===== config.mk =====
export PLATFORM = sky130hd
export DESIGN_NAME = cpx_expand
export DESIGN_NICKNAME = d
export VERILOG_FILES = /design/src/rtl/cpx_pkg.sv /design/src/rtl/cpx_decode.sv /design/src/rtl/cpx_imm.sv /design/src/rtl/cpx_assemble.sv /design/src/rtl/cpx_expand.sv
export SDC_FILE = /design/constraint.sdc
export NUM_CORES = 1
export LEC_CHECK = 0
export BUFFER_PORTS_ARGS = -buffer_cell sky130_fd_sc_hd__buf_2
export CAP_MARGIN = 20
export CORE_MARGIN = 4
export CORE_UTILIZATION = 40
export CTS_CLUSTER_DIAMETER = 50
export CTS_CLUSTER_SIZE = 16
export DETAILED_ROUTE_END_ITERATION = 16
export GPL_TIMING_DRIVEN = 0
export PLACE_DENSITY = 0.65
export SYNTH_ARGS = -nofsm -noshare
export SYNTH_HDL_FRONTEND = slang
export SYNTH_SLANG_ARGS = --single-unit

===== constraint.sdc =====
create_clock -name clk_i -period 0.8 [get_ports clk_i]
set_input_delay 0.24 -clock clk_i [delete_from_list [all_inputs] [get_ports clk_i]]
set_output_delay 0.24 -clock clk_i [all_outputs]
set_load 0.1 [all_outputs]

===== src/rtl/cpx_pkg.sv =====
package cpx_pkg;
  localparam int PARCEL_W = 16;
  localparam int INSN_W   = 32;
  localparam int IMM_W    = 12;
  localparam int JOFF_W   = 21;

  typedef enum logic [2:0] {
    FORM_NONE,
    FORM_FULL,
    FORM_LDFP,
    FORM_ADDIMM,
    FORM_SPADD,
    FORM_JUMP
  } form_e;

  localparam logic [6:0] OPC_OPIMM = 7'b0010011;
  localparam logic [6:0] OPC_LDFP  = 7'b0000111;
  localparam logic [6:0] OPC_JAL   = 7'b1101111;
  localparam logic [2:0] F3_ADD    = 3'b000;
  localparam logic [2:0] F3_DBL    = 3'b011;
  localparam logic [4:0] REG_SP    = 5'd2;
  localparam logic [4:0] REG_ZERO  = 5'd0;

  // short register field -> registers 8..15
  function automatic logic [4:0] prime_reg(input logic [2:0] f);
    return {2'b01, f};
  endfunction
endpackage


===== src/rtl/cpx_decode.sv =====
module cpx_decode
  import cpx_pkg::*;
(
  input  logic [15:5] hi_i,
  input  logic [1:0]  quad_i,
  output form_e       form_o
);
  logic [2:0] f3;
  assign f3 = hi_i[15:13];

  always_comb begin
    form_o = FORM_NONE;
    if (quad_i == 2'b11) begin
      form_o = FORM_FULL;
    end else begin
      case ({quad_i, f3})
        5'b00_001: form_o = FORM_LDFP;
        5'b00_000: form_o = (hi_i[12:5] != '0) ? FORM_SPADD : FORM_NONE;
        5'b01_000: form_o = FORM_ADDIMM;
        5'b01_101: form_o = FORM_JUMP;
        default:   form_o = FORM_NONE;
      endcase
    end
  end
endmodule


===== src/rtl/cpx_imm.sv =====
module cpx_imm
  import cpx_pkg::*;
(
  input  logic [12:2]       p_i,
  output logic [IMM_W-1:0]  imm_ldfp_o,
  output logic [IMM_W-1:0]  imm_add_o,
  output logic [IMM_W-1:0]  imm_sp_o,
  output logic [JOFF_W-1:0] off_jump_o
);
  logic [7:0]  ldfp;
  logic [5:0]  addv;
  logic [9:0]  spv;
  logic [11:0] jv;

  assign ldfp = {p_i[6:5], p_i[12:10], 3'b000};
  assign addv = {p_i[12], p_i[6:2]};
  assign spv  = {p_i[10:7], p_i[12:11], p_i[5], p_i[6], 2'b00};
  assign jv   = {p_i[12], p_i[8], p_i[10:9], p_i[6], p_i[7], p_i[2], p_i[11],
                 p_i[5:3], 1'b0};

  assign imm_ldfp_o = {{(IMM_W-8){1'b0}}, ldfp};
  assign imm_add_o  = {{(IMM_W-6){addv[5]}}, addv};
  assign imm_sp_o   = {{(IMM_W-10){1'b0}}, spv};
  assign off_jump_o = {{(JOFF_W-12){jv[11]}}, jv};
endmodule


===== src/rtl/cpx_assemble.sv =====
module cpx_assemble
  import cpx_pkg::*;
(
  input  form_e             form_i,
  input  logic [15:0]       p_i,
  input  logic [IMM_W-1:0]  imm_ldfp_i,
  input  logic [IMM_W-1:0]  imm_add_i,
  input  logic [IMM_W-1:0]  imm_sp_i,
  input  logic [JOFF_W-1:0] off_jump_i,
  output logic [INSN_W-1:0] instr_o,
  output logic              illegal_o,
  output logic              full_o
);
  always_comb begin
    instr_o   = '0;
    illegal_o = 1'b0;
    full_o    = 1'b0;
    case (form_i)
      FORM_FULL: begin
        instr_o = {{(INSN_W-PARCEL_W){1'b0}}, p_i};
        full_o  = 1'b1;
      end
      FORM_LDFP:
        instr_o = {imm_ldfp_i, prime_reg(p_i[9:7]), F3_DBL, prime_reg(p_i[4:2]), OPC_LDFP};
      FORM_ADDIMM:
        instr_o = {imm_add_i, p_i[11:7], F3_ADD, p_i[11:7], OPC_OPIMM};
      FORM_SPADD:
        instr_o = {imm_sp_i, REG_SP, F3_ADD, prime_reg(p_i[4:2]), OPC_OPIMM};
      FORM_JUMP:
        instr_o = {off_jump_i[20], off_jump_i[10:1], off_jump_i[11], off_jump_i[19:12],
                   REG_ZERO, OPC_JAL};
      default:
        illegal_o = 1'b1;
    endcase
  end
endmodule


===== src/rtl/cpx_expand.sv =====
module cpx_expand
  import cpx_pkg::*;
#(
  parameter bit REG_OUT = 1'b1
) (
  input  logic              clk_i,
  input  logic              rst_ni,
  input  logic [15:0]       parcel_i,
  output logic [31:0]       instr_o,
  output logic              illegal_o,
  output logic              full_o
);
  form_e              form;
  logic [IMM_W-1:0]   imm_ldfp, imm_add, imm_sp;
  logic [JOFF_W-1:0]  off_jump;
  logic [INSN_W-1:0]  instr_c;
  logic               illegal_c, full_c;

  cpx_decode u_dec (
    .hi_i   (parcel_i[15:5]),
    .quad_i (parcel_i[1:0]),
    .form_o (form)
  );

  cpx_imm u_imm (
    .p_i        (parcel_i[12:2]),
    .imm_ldfp_o (imm_ldfp),
    .imm_add_o  (imm_add),
    .imm_sp_o   (imm_sp),
    .off_jump_o (off_jump)
  );

  cpx_assemble u_asm (
    .form_i     (form),
    .p_i        (parcel_i),
    .imm_ldfp_i (imm_ldfp),
    .imm_add_i  (imm_add),
    .imm_sp_i   (imm_sp),
    .off_jump_i (off_jump),
    .instr_o    (instr_c),
    .illegal_o  (illegal_c),
    .full_o     (full_c)
  );

  if (REG_OUT) begin : g_reg
    always_ff @(posedge clk_i or negedge rst_ni) begin
      if (!rst_ni) begin
        instr_o   <= '0;
        illegal_o <= 1'b0;
        full_o    <= 1'b0;
      end else begin
        instr_o   <= instr_c;
        illegal_o <= illegal_c;
        full_o    <= full_c;
      end
    end


    reset_clear_chk: assert property (@(posedge clk_i)
      !rst_ni |-> (instr_o == '0 && !illegal_o && !full_o));


    sp_zero_illegal_chk: assert property (@(posedge clk_i) disable iff (!rst_ni)
      (parcel_i[1:0] == 2'b00 && parcel_i[15:13] == 3'b000 && parcel_i[12:5] == '0)
      |=> illegal_o);


    full_pass_chk: assert property (@(posedge clk_i) disable iff (!rst_ni)
      (parcel_i[1:0] == 2'b11)
      |=> (full_o && !illegal_o && instr_o[15:0] == $past(parcel_i) && instr_o[31:16] == '0));


    illegal_zero_chk: assert property (@(posedge clk_i) disable iff (!rst_ni)
      illegal_o |-> (instr_o == '0 && !full_o));


    jump_link_x0_chk: assert property (@(posedge clk_i) disable iff (!rst_ni)
      (parcel_i[1:0] == 2'b01 && parcel_i[15:13] == 3'b101)
      |=> (instr_o[6:0] == OPC_JAL && instr_o[11:7] == '0 && instr_o[31] == $past(parcel_i[12])));


    add_sign_chk: assert property (@(posedge clk_i) disable iff (!rst_ni)
      (parcel_i[1:0] == 2'b01 && parcel_i[15:13] == 3'b000)
      |=> (instr_o[31:25] == {7{$past(parcel_i[12])}} && instr_o[11:7] == instr_o[19:15]));


    ldfp_shape_chk: assert property (@(posedge clk_i) disable iff (!rst_ni)
      (parcel_i[1:0] == 2'b00 && parcel_i[15:13] == 3'b001)
      |=> (instr_o[31:28] == '0 && instr_o[14:12] == F3_DBL && instr_o[2:0] == 3'b111));


    sp_base_chk: assert property (@(posedge clk_i) disable iff (!rst_ni)
      (parcel_i[1:0] == 2'b00 && parcel_i[15:13] == 3'b000 && parcel_i[12:5] != '0)
      |=> (instr_o[19:15] == REG_SP && instr_o[21:20] == 2'b00 && !illegal_o));
  end else begin : g_comb
    assign instr_o   = instr_c;
    assign illegal_o = illegal_c;
    assign full_o    = full_c;
  end
endmodule


==> metrics.txt, run 1 <==
run status complete, but fails checks; failing checks negative setup slack; global placement routability congestion 0.837; cell chain of the critical path buf_12 > or4_4 > a211oi_4 > a211o_1; worst slack after detailed placement -0.777 ns; syn avg cell area around 13 um^2; CP Class primary input to flop; number of pins with negative max-slew slack in the final report 0; clock period minus worst slack approximately 1.2 ns; all-layer global routing usage ~22%; Data required, critical path 1.01 ns; number of fillers in the final layout between 150 and 200; number of standard cells in the layout, taps in and fillers out 222; slew at the pin closest to its max-slew limit about 0.75 ns; Leak approximately 1.2 nW; cell-internal power 0.00303 W; number of vias in the routed layout 1248; Unique masters post-synth 33; Chip Height a little under 70 um; critical-path cell with the highest stage delay sky130_fd_sc_hd__or4_4; number of synthesized register bits 34; Max H-tree Level 2; switching power of the nets approximately 0.0016 W; number of cells in the design after placement about 210; sequential share of the synthesized area between 50% and 60%; RSZ-0062 raised after global routing true; total of buffers placed on input and output ports 47; fraction of layout instances using a drive strength above 1 between 70% and 80%; ANT nets after route 0; worst-case clock buffer depth 2; cell count after synthesis roughly 120; Crit path largest cell delay 0.65 ns; Max Clk Rate slightly above 800 MHz; wire length of the first global-routing pass 7.56 mm; sum of routed wire segments on met1 1.90 mm; floorplan die area approximately 4700 um^2; Hold Worst Slack between 0.015 and 0.02 ns; kind of start point of the critical path primary input; TritonCTS clock tree yes; most frequent standard cell in the layout excluding fill and tap cells sky130_fd_sc_hd__buf_12; endpoints failing setup just over 60; highest layer used for signal routing met4; register share of total power a little over two fifths; ANT cells 0; I/O pin cnt 52; Num Clock Sinks 34; Yosys warning count 0; reported max-cap violation count 0; Detail Route met2 WL between 2 and 2.5 mm; via count of the first global-routing pass about 1.4k; power share of the clock group around 28%; pin count of the biggest net entering global routing 35; Setup crit end kind flop; DR pass1 iterations 4; Remaining Overflow, GRT 0; slack of the critical path -0.417 ns; area of the mapped netlist ~1500 um^2; worst slew margin relative to its limit between 50% and 60%; detailed-route DRC error count 0; leading cell types in the layout, fill and taps excluded sky130_fd_sc_hd__buf_12 (34), sky130_fd_sc_hd__dfrtp_4 (33), sky130_fd_sc_hd__buf_2 (12); routed length on met3 about 330 um; clock-pin transition on the worst setup and hold timing paths 0.07 ns; Via-to-Cell Ratio around 5.6; Post-Route WL just under 5 mm; antenna violations before repair 0; combinational cell fraction of total power 30.4%; root buffer cell sky130_fd_sc_hd__clkbuf_8; portion of the clock cycle consumed by the worst path in the final layout 152%; Synth Net Count between 100 and 150; horizontal extent of the die roughly 70 um; maximum resistive drop on vdd 823 uV; Initial DRC Count between 90 and 100; core area approximately 3400 um^2; Hold Fails Final Rpt 0; number of rows created at floorplan 21; worst hold path type primary input to async pin; crit path DAT roughly 1.4 ns; CP max FO 10; layout overhead on the synthesized area 84.3%; final net count 193; starting density of the core 42.8%; Routed wire per std cell 21.6 um; CTS buffer count 5; PwrDens roughly 1700 nW/um^2; DPL Wire Length around 2.6 mm; fraction of power spent switching nets about 34%
[registers in the layout, summed over array words and instances (netlist names)]
| signal | flops |
|---|---|
| instr_o | 32 |
| full_o | 1 |
| illegal_o | 1 |
[cell type report]
type	count	area (um^2)	share of cell area, %
Timing Repair Buffer	56	815	30.0
Clock inverter	1	5.00	0.184
Tap cell	46	57.6	2.12
Multi-Input combinational cell	69	677	24.9
Sequential cell	34	975	35.9
Buffer	7	93.8	3.45
Clock buffer	7	86.3	3.18
Inverter	2	7.51	0.276
[critical path, delay by kind of cell]
kind	cells	cell delay, ns
compound gates	2	0.42
buf+inv	1	0.12
simple gates	1	0.65
[power by group through the flow]
stage / Combinational [W] / Sequential (W) / Clock [W]
3_5_place_dp: 0.00105 / 0.00190 / 0
6_report: 0.00140 / 0.00191 / 0.00128
5_1_grt: 0.00145 / 0.00192 / 0.00139
2_1_floorplan: 0.000224 / 0.00250 / 0
3_3_place_gp: 0.00105 / 0.00190 / 0
4_1_cts: 0.00135 / 0.00191 / 0.00127
[stage by stage]
step                area (um^2)  utilization [%]  TNS [ns]  power (W)
finish                     2720             78.9    -21.39    0.00460
global placement           1970             57.2    -29.49    0.00295
floorplan                  1680                -    -15.44    0.00272
global route               2720             78.9    -22.74    0.00476
detailed placement         1970             57.2    -30.69    0.00295
CTS                        2650             76.9    -20.62    0.00453
[Yosys cell counts (all sizes together)]
cell | number | share of area [%]
dfrtp | 34 | 58
buf | 9 | 4.3
a21o | 8 | 4.1
and2 | 7 | 3.0
nand2 | 7 | 1.8
a22o | 6 | 3.6
nor4 | 5 | 3.0
a211o | 4 | 2.4
a221o | 3 | 2.0
a32o | 3 | 2.0
nor2 | 3 | 1.8
nor3 | 3 | 1.0
inv | 2 | 0.51
nand2b | 2 | 0.85
or3 | 2 | 0.85
or4 | 2 | 1.5
xor2 | 2 | 1.2
a211oi | 1 | 0.85
a31o | 1 | 0.59
a31oi | 1 | 1.4
and4bb | 1 | 0.85
clkbuf | 1 | 0.25
mux2 | 1 | 0.76
o2111ai | 1 | 0.59
o21a | 1 | 0.51
o21ai | 1 | 0.34
o22ai | 1 | 0.42
o32ai | 1 | 0.59
or3b | 1 | 0.59
xnor2 | 1 | 0.59
[worst paths after layout]
check | startpoint | end | slack [ns] | cells past startpoint
worst min-delay path | rst_ni | instr_o[31] | 0.02 | 1
worst max-delay path | parcel_i[1] | instr_o[16] | -0.42 | 4
min in group clk_i | parcel_i[3] | instr_o[21] | 0.22 | 2
max in group asynchronous | rst_ni | instr_o[11] | 0.22 | 1
[kinds of logic (layout without fill, tap and decap cells)]
logic type,count (synthesis),in the layout,share of synthesized area [%]
compound gates,32,32,19.4
xor+xnor,3,3,1.78
buf+inv,12,73,5.09
flops,34,34,57.7
mux,1,1,0.764
simple gates,33,33,15.2
[routing by layer]
metal  vias to the layer above  GRT usage [%]
met4                         0           10.5
met3                         8           4.38
met5                         -              0
met2                        65           36.7
met1                       635           28.5
li1                        540              -
[repair_timing]
action	CTS	global route
endpoints found under the setup margin	63	67
pin swaps	16	12
gates resized for setup	152	7
hold buffers	0	0
setup buffers	4	6
(Power assumes the default switching activity.)
==> run 2: changes to the inputs <==
Settings changed: CELL_PAD_IN_SITES_DETAIL_PLACEMENT set to 2, CELL_PAD_IN_SITES_GLOBAL_PLACEMENT set to 2, CORE_UTILIZATION 40 to 31, PLACE_DENSITY 0.65 to 0.77.
==> run 2 against run 1 <==
Area after synthesis stayed put. Synthesized cell count stayed put. The flow now stops in 5_1_grt.
==> metrics.txt, run 2 <==
DPL Wire Length 3.34 mm (+28%); Synth Net Count 133 (unchanged); Yosys warning count 0 (unchanged); Unique masters post-synth 33 (unchanged); cell count after synthesis 115 (unchanged); starting density of the core 32.9% (-9.9 points); total of hold buffers inserted after clock tree synthesis 0 (unchanged); pin count of the biggest net entering global routing 35; CTS buffer count 5 (unchanged); root buffer cell sky130_fd_sc_hd__clkbuf_8; worst-case clock buffer depth 2 (unchanged); antenna violations before repair 0; number of rows created at floorplan 24 (+14%); stage at which the flow ended 5_1_grt; horizontal extent of the die 77.0 um (+12%); proportion of synthesized flip-flops having asynchronous set or reset 100% (unchanged); run status did not finish; area of the mapped netlist 1470 um^2 (unchanged); first error [ERROR DPL-0033] detailed placement checks failed during check placement.; I/O pin cnt 52 (unchanged); global placement routability congestion 0.824 (-1.5%); GRT repair_timing worst endpoint instr_o[7]$_DFF_PN0_/D; syn avg cell area 12.8 um^2 (unchanged); sequential share of the synthesized area 57.7% (unchanged); total of buffers placed on input and output ports 47 (unchanged); Post-synth top cells sky130_fd_sc_hd__dfrtp_1 (34), sky130_fd_sc_hd__a21o_1 (8), sky130_fd_sc_hd__and2_1 (7), sky130_fd_sc_hd__nand2_1 (7); leading cell type by number of instances after synthesis sky130_fd_sc_hd__dfrtp_1; Chip Height 77.0 um (+12%); dominant register cell in the synthesized netlist sky130_fd_sc_hd__dfrtp_1; Num Clock Sinks 34 (unchanged); Worst End Pin Type sequential cell input; area leader, netlist sky130_fd_sc_hd__dfrtp_1; number of cells in the design after placement 214 (+2.9%); Max H-tree Level 2 (unchanged); count of flip-flops with a built-in enable after synthesis 0 (unchanged); top cells by area, synth sky130_fd_sc_hd__dfrtp_1 (58%), sky130_fd_sc_hd__a21o_1 (4.1%), sky130_fd_sc_hd__a22o_1 (3.6%); number of synthesized register bits 34 (unchanged); fraction of post-synthesis cell area in the top cell type by area 57.7% (unchanged)
run 2: cell families after synthesis:
group                  after synthesis  share of synthesized area [%]
XOR/XNOR                             3                           1.78
AO/OA/AOI/OAI                       32                           19.4
buffers and inverters               12                           5.09
AND/OR/NAND/NOR                     33                           15.2
flip-flops                          34                           57.7
multiplexers                         1                          0.764
run 2: per-stage QoR:
stage	TNS, ns	worst slack, ns	cell area (um^2)
after floorplan	-15.44	-0.558	1680
after global placement	-29.39	-0.861	1980
after detailed placement	-34.65	-0.978	1980
after CTS	-21.48	-0.397	2870
run 2: repair_timing:
action	4_1_cts
gates resized for setup	168
gates cloned	0
setup endpoints to repair	64
buffers inserted	21
pin swaps	25
endpoints found under the hold margin	0
==> run 3: changes to the inputs <==
Settings changed: CELL_PAD_IN_SITES_DETAIL_PLACEMENT 2 to not set, CELL_PAD_IN_SITES_GLOBAL_PLACEMENT 2 to not set, CORE_UTILIZATION 31 to 25, CTS_CLUSTER_DIAMETER 50 to not set, CTS_CLUSTER_SIZE 16 to not set, PLACE_DENSITY 0.77 to not set, PLACE_DENSITY_LB_ADDON set to 0.15.
==> run 3 against run 2 <==
The flow now finishes, with violations (negative setup slack).
==> metrics.txt, run 3 (same netlist as run 1, synthesis figures left out) <==
CP max FO 7; CP Class primary input to flop; fraction of layout instances using a drive strength above 1 roughly 77%; number of pins with negative max-slew slack in the final report 0; Initial DRC Count 46; antenna violations before repair 0; slew at the pin closest to its max-slew limit around 0.7 ns; worst-case clock buffer depth 2 (unchanged); portion of the clock cycle consumed by the worst path in the final layout 151%; worst hold path type primary input to async pin; PwrDens roughly 1600 nW/um^2; starting density of the core 26.3% (-6.7 points); CTS buffer count 5 (unchanged); wire length of the first global-routing pass roughly 7 mm; DPL Wire Length 2.93 mm (-12%); total of buffers placed on input and output ports 47 (unchanged); floorplan die area 7190 um^2; TritonCTS clock tree yes; most frequent standard cell in the layout excluding fill and tap cells sky130_fd_sc_hd__buf_12; pin count of the biggest net entering global routing 35; clock period minus worst slack about 1.2 ns; critical-path cell with the highest stage delay sky130_fd_sc_hd__or4_4; ANT nets after route 0; RSZ-0062 raised after global routing true; Num Clock Sinks 34 (unchanged); core area roughly 5600 um^2; Largest register FFs 32; number of rows created at floorplan 27 (+13%); Largest Register instr_o; endpoints failing setup 67; clock-pin transition on the worst setup and hold timing paths approximately 0.070 ns; horizontal extent of the die 84.8 um (+10%); Crit path largest cell delay 0.50 ns; Max Clk Rate roughly 830 MHz; Worst Path Buf+Inv 2; Placement Cell Area 2000 um^2 (+1.3%); total of hold buffers inserted after clock tree synthesis 0 (unchanged); Routed wire per std cell 16.8 um; number of vias in the routed layout between 1k and 1.5k; most frequent cell on the critical path sky130_fd_sc_hd__buf_6; cell depth of the worst setup path 5; final net count between 150 and 200; I/O pin cnt 52 (unchanged); slack of the critical path -0.407 ns; worst setup path startpoint parcel_i[14]; Leak about 1.2 nW; Hold Fails Final Rpt 0; Remaining Overflow, GRT 0; Regs by FF count instr_o x32, full_o x1, illegal_o x1; Via-to-Cell Ratio roughly 4.8; crit path DAT approximately 1.4 ns; kind of start point of the critical path primary input; family with the most delay on the worst path simple AND/OR/NAND/NOR gates; Post-Route WL ~4.2 mm; ANT cells 0; worst slew margin relative to its limit between 50% and 60%; maximum resistive drop on vdd around 670 uV; root buffer cell sky130_fd_sc_hd__clkbuf_8; cell chain of the critical path buf_6 > buf_6 > or4_4 > a31oi_4 > a22o_1; reported max-cap violation count 0; leading cell types in the layout, fill and taps excluded sky130_fd_sc_hd__buf_12 (36), sky130_fd_sc_hd__dfrtp_4 (33), sky130_fd_sc_hd__buf_4 (11); DR pass1 iterations 4; Setup crit end kind flop; Data required, critical path 1.01 ns; run status complete, but fails checks; layout overhead on the synthesized area 94.2%; global placement routability congestion 0.767 (-7.0%); Chip Height 84.8 um (+10%); number of standard cells in the layout, taps in and fillers out 251; finished layout cell area ~2900 um^2; via count of the first global-routing pass ~1.3k; all-layer global routing usage 12.6%; number of cells in the design after placement 234 (+9.3%); detailed-route DRC error count 0; Max H-tree Level 2 (unchanged); failing checks negative setup slack
run 3: final timing paths:
kind,endpoint
min in group clk_i,instr_o[21]
max,instr_o[7]
max in group asynchronous,full_o
min,instr_o[21]
run 3: final cells by class:
class                   instances  area, um^2
flip-flops and latches         34         975
multi-input cells              69         742
clock inverters                 2        10.0
repair buffers                 59         857
plain buffers                   7         109
well taps                      72        90.1
clock buffers                   6        72.6
inverters                       2        7.51
fillers                       486        2750
run 3: repair_timing:
item / CTS / global route
endpoints found under the setup margin: 64 / 67
pin swaps: 20 / 11
setup buffers: 7 / 6
cloned: 0 / 0
resized for setup: 159 / 18
run 3: metal layers:
metal,share of wire (%),wire (um),track usage (%),vias up
li1,-,-,-,552
met1,40,1690,15.9,590
met2,51,2170,20.1,50
met3,5.7,239,3.04,14
met4,2.9,122,6.04,0
met5,0,0,0,-
run 3: stage by stage:
step                      hold WS, ns  util, %  total power (W)  setup slack, ns  TNS, ns
after floorplan               -0.0556        -          0.00272           -0.558   -15.44
after global placement          0.315     35.7          0.00296           -0.819   -29.16
after detailed placement        0.338     35.7          0.00296           -0.817   -31.55
after CTS                      0.0283     49.0          0.00452           -0.394   -20.92
after global routing           0.0685     51.0          0.00473           -0.429   -22.27
final                         0.00407     51.0          0.00454           -0.407   -20.59
run 3: report_power, final:
part           leakage, nW  total [W]  switching (W)  internal [W]
Sequential           0.399    0.00191      0.0000652       0.00185
Combinational        0.799    0.00146       0.000916      0.000541
Clock               0.0450    0.00118       0.000575      0.000602
Total                 1.24    0.00454        0.00156       0.00299
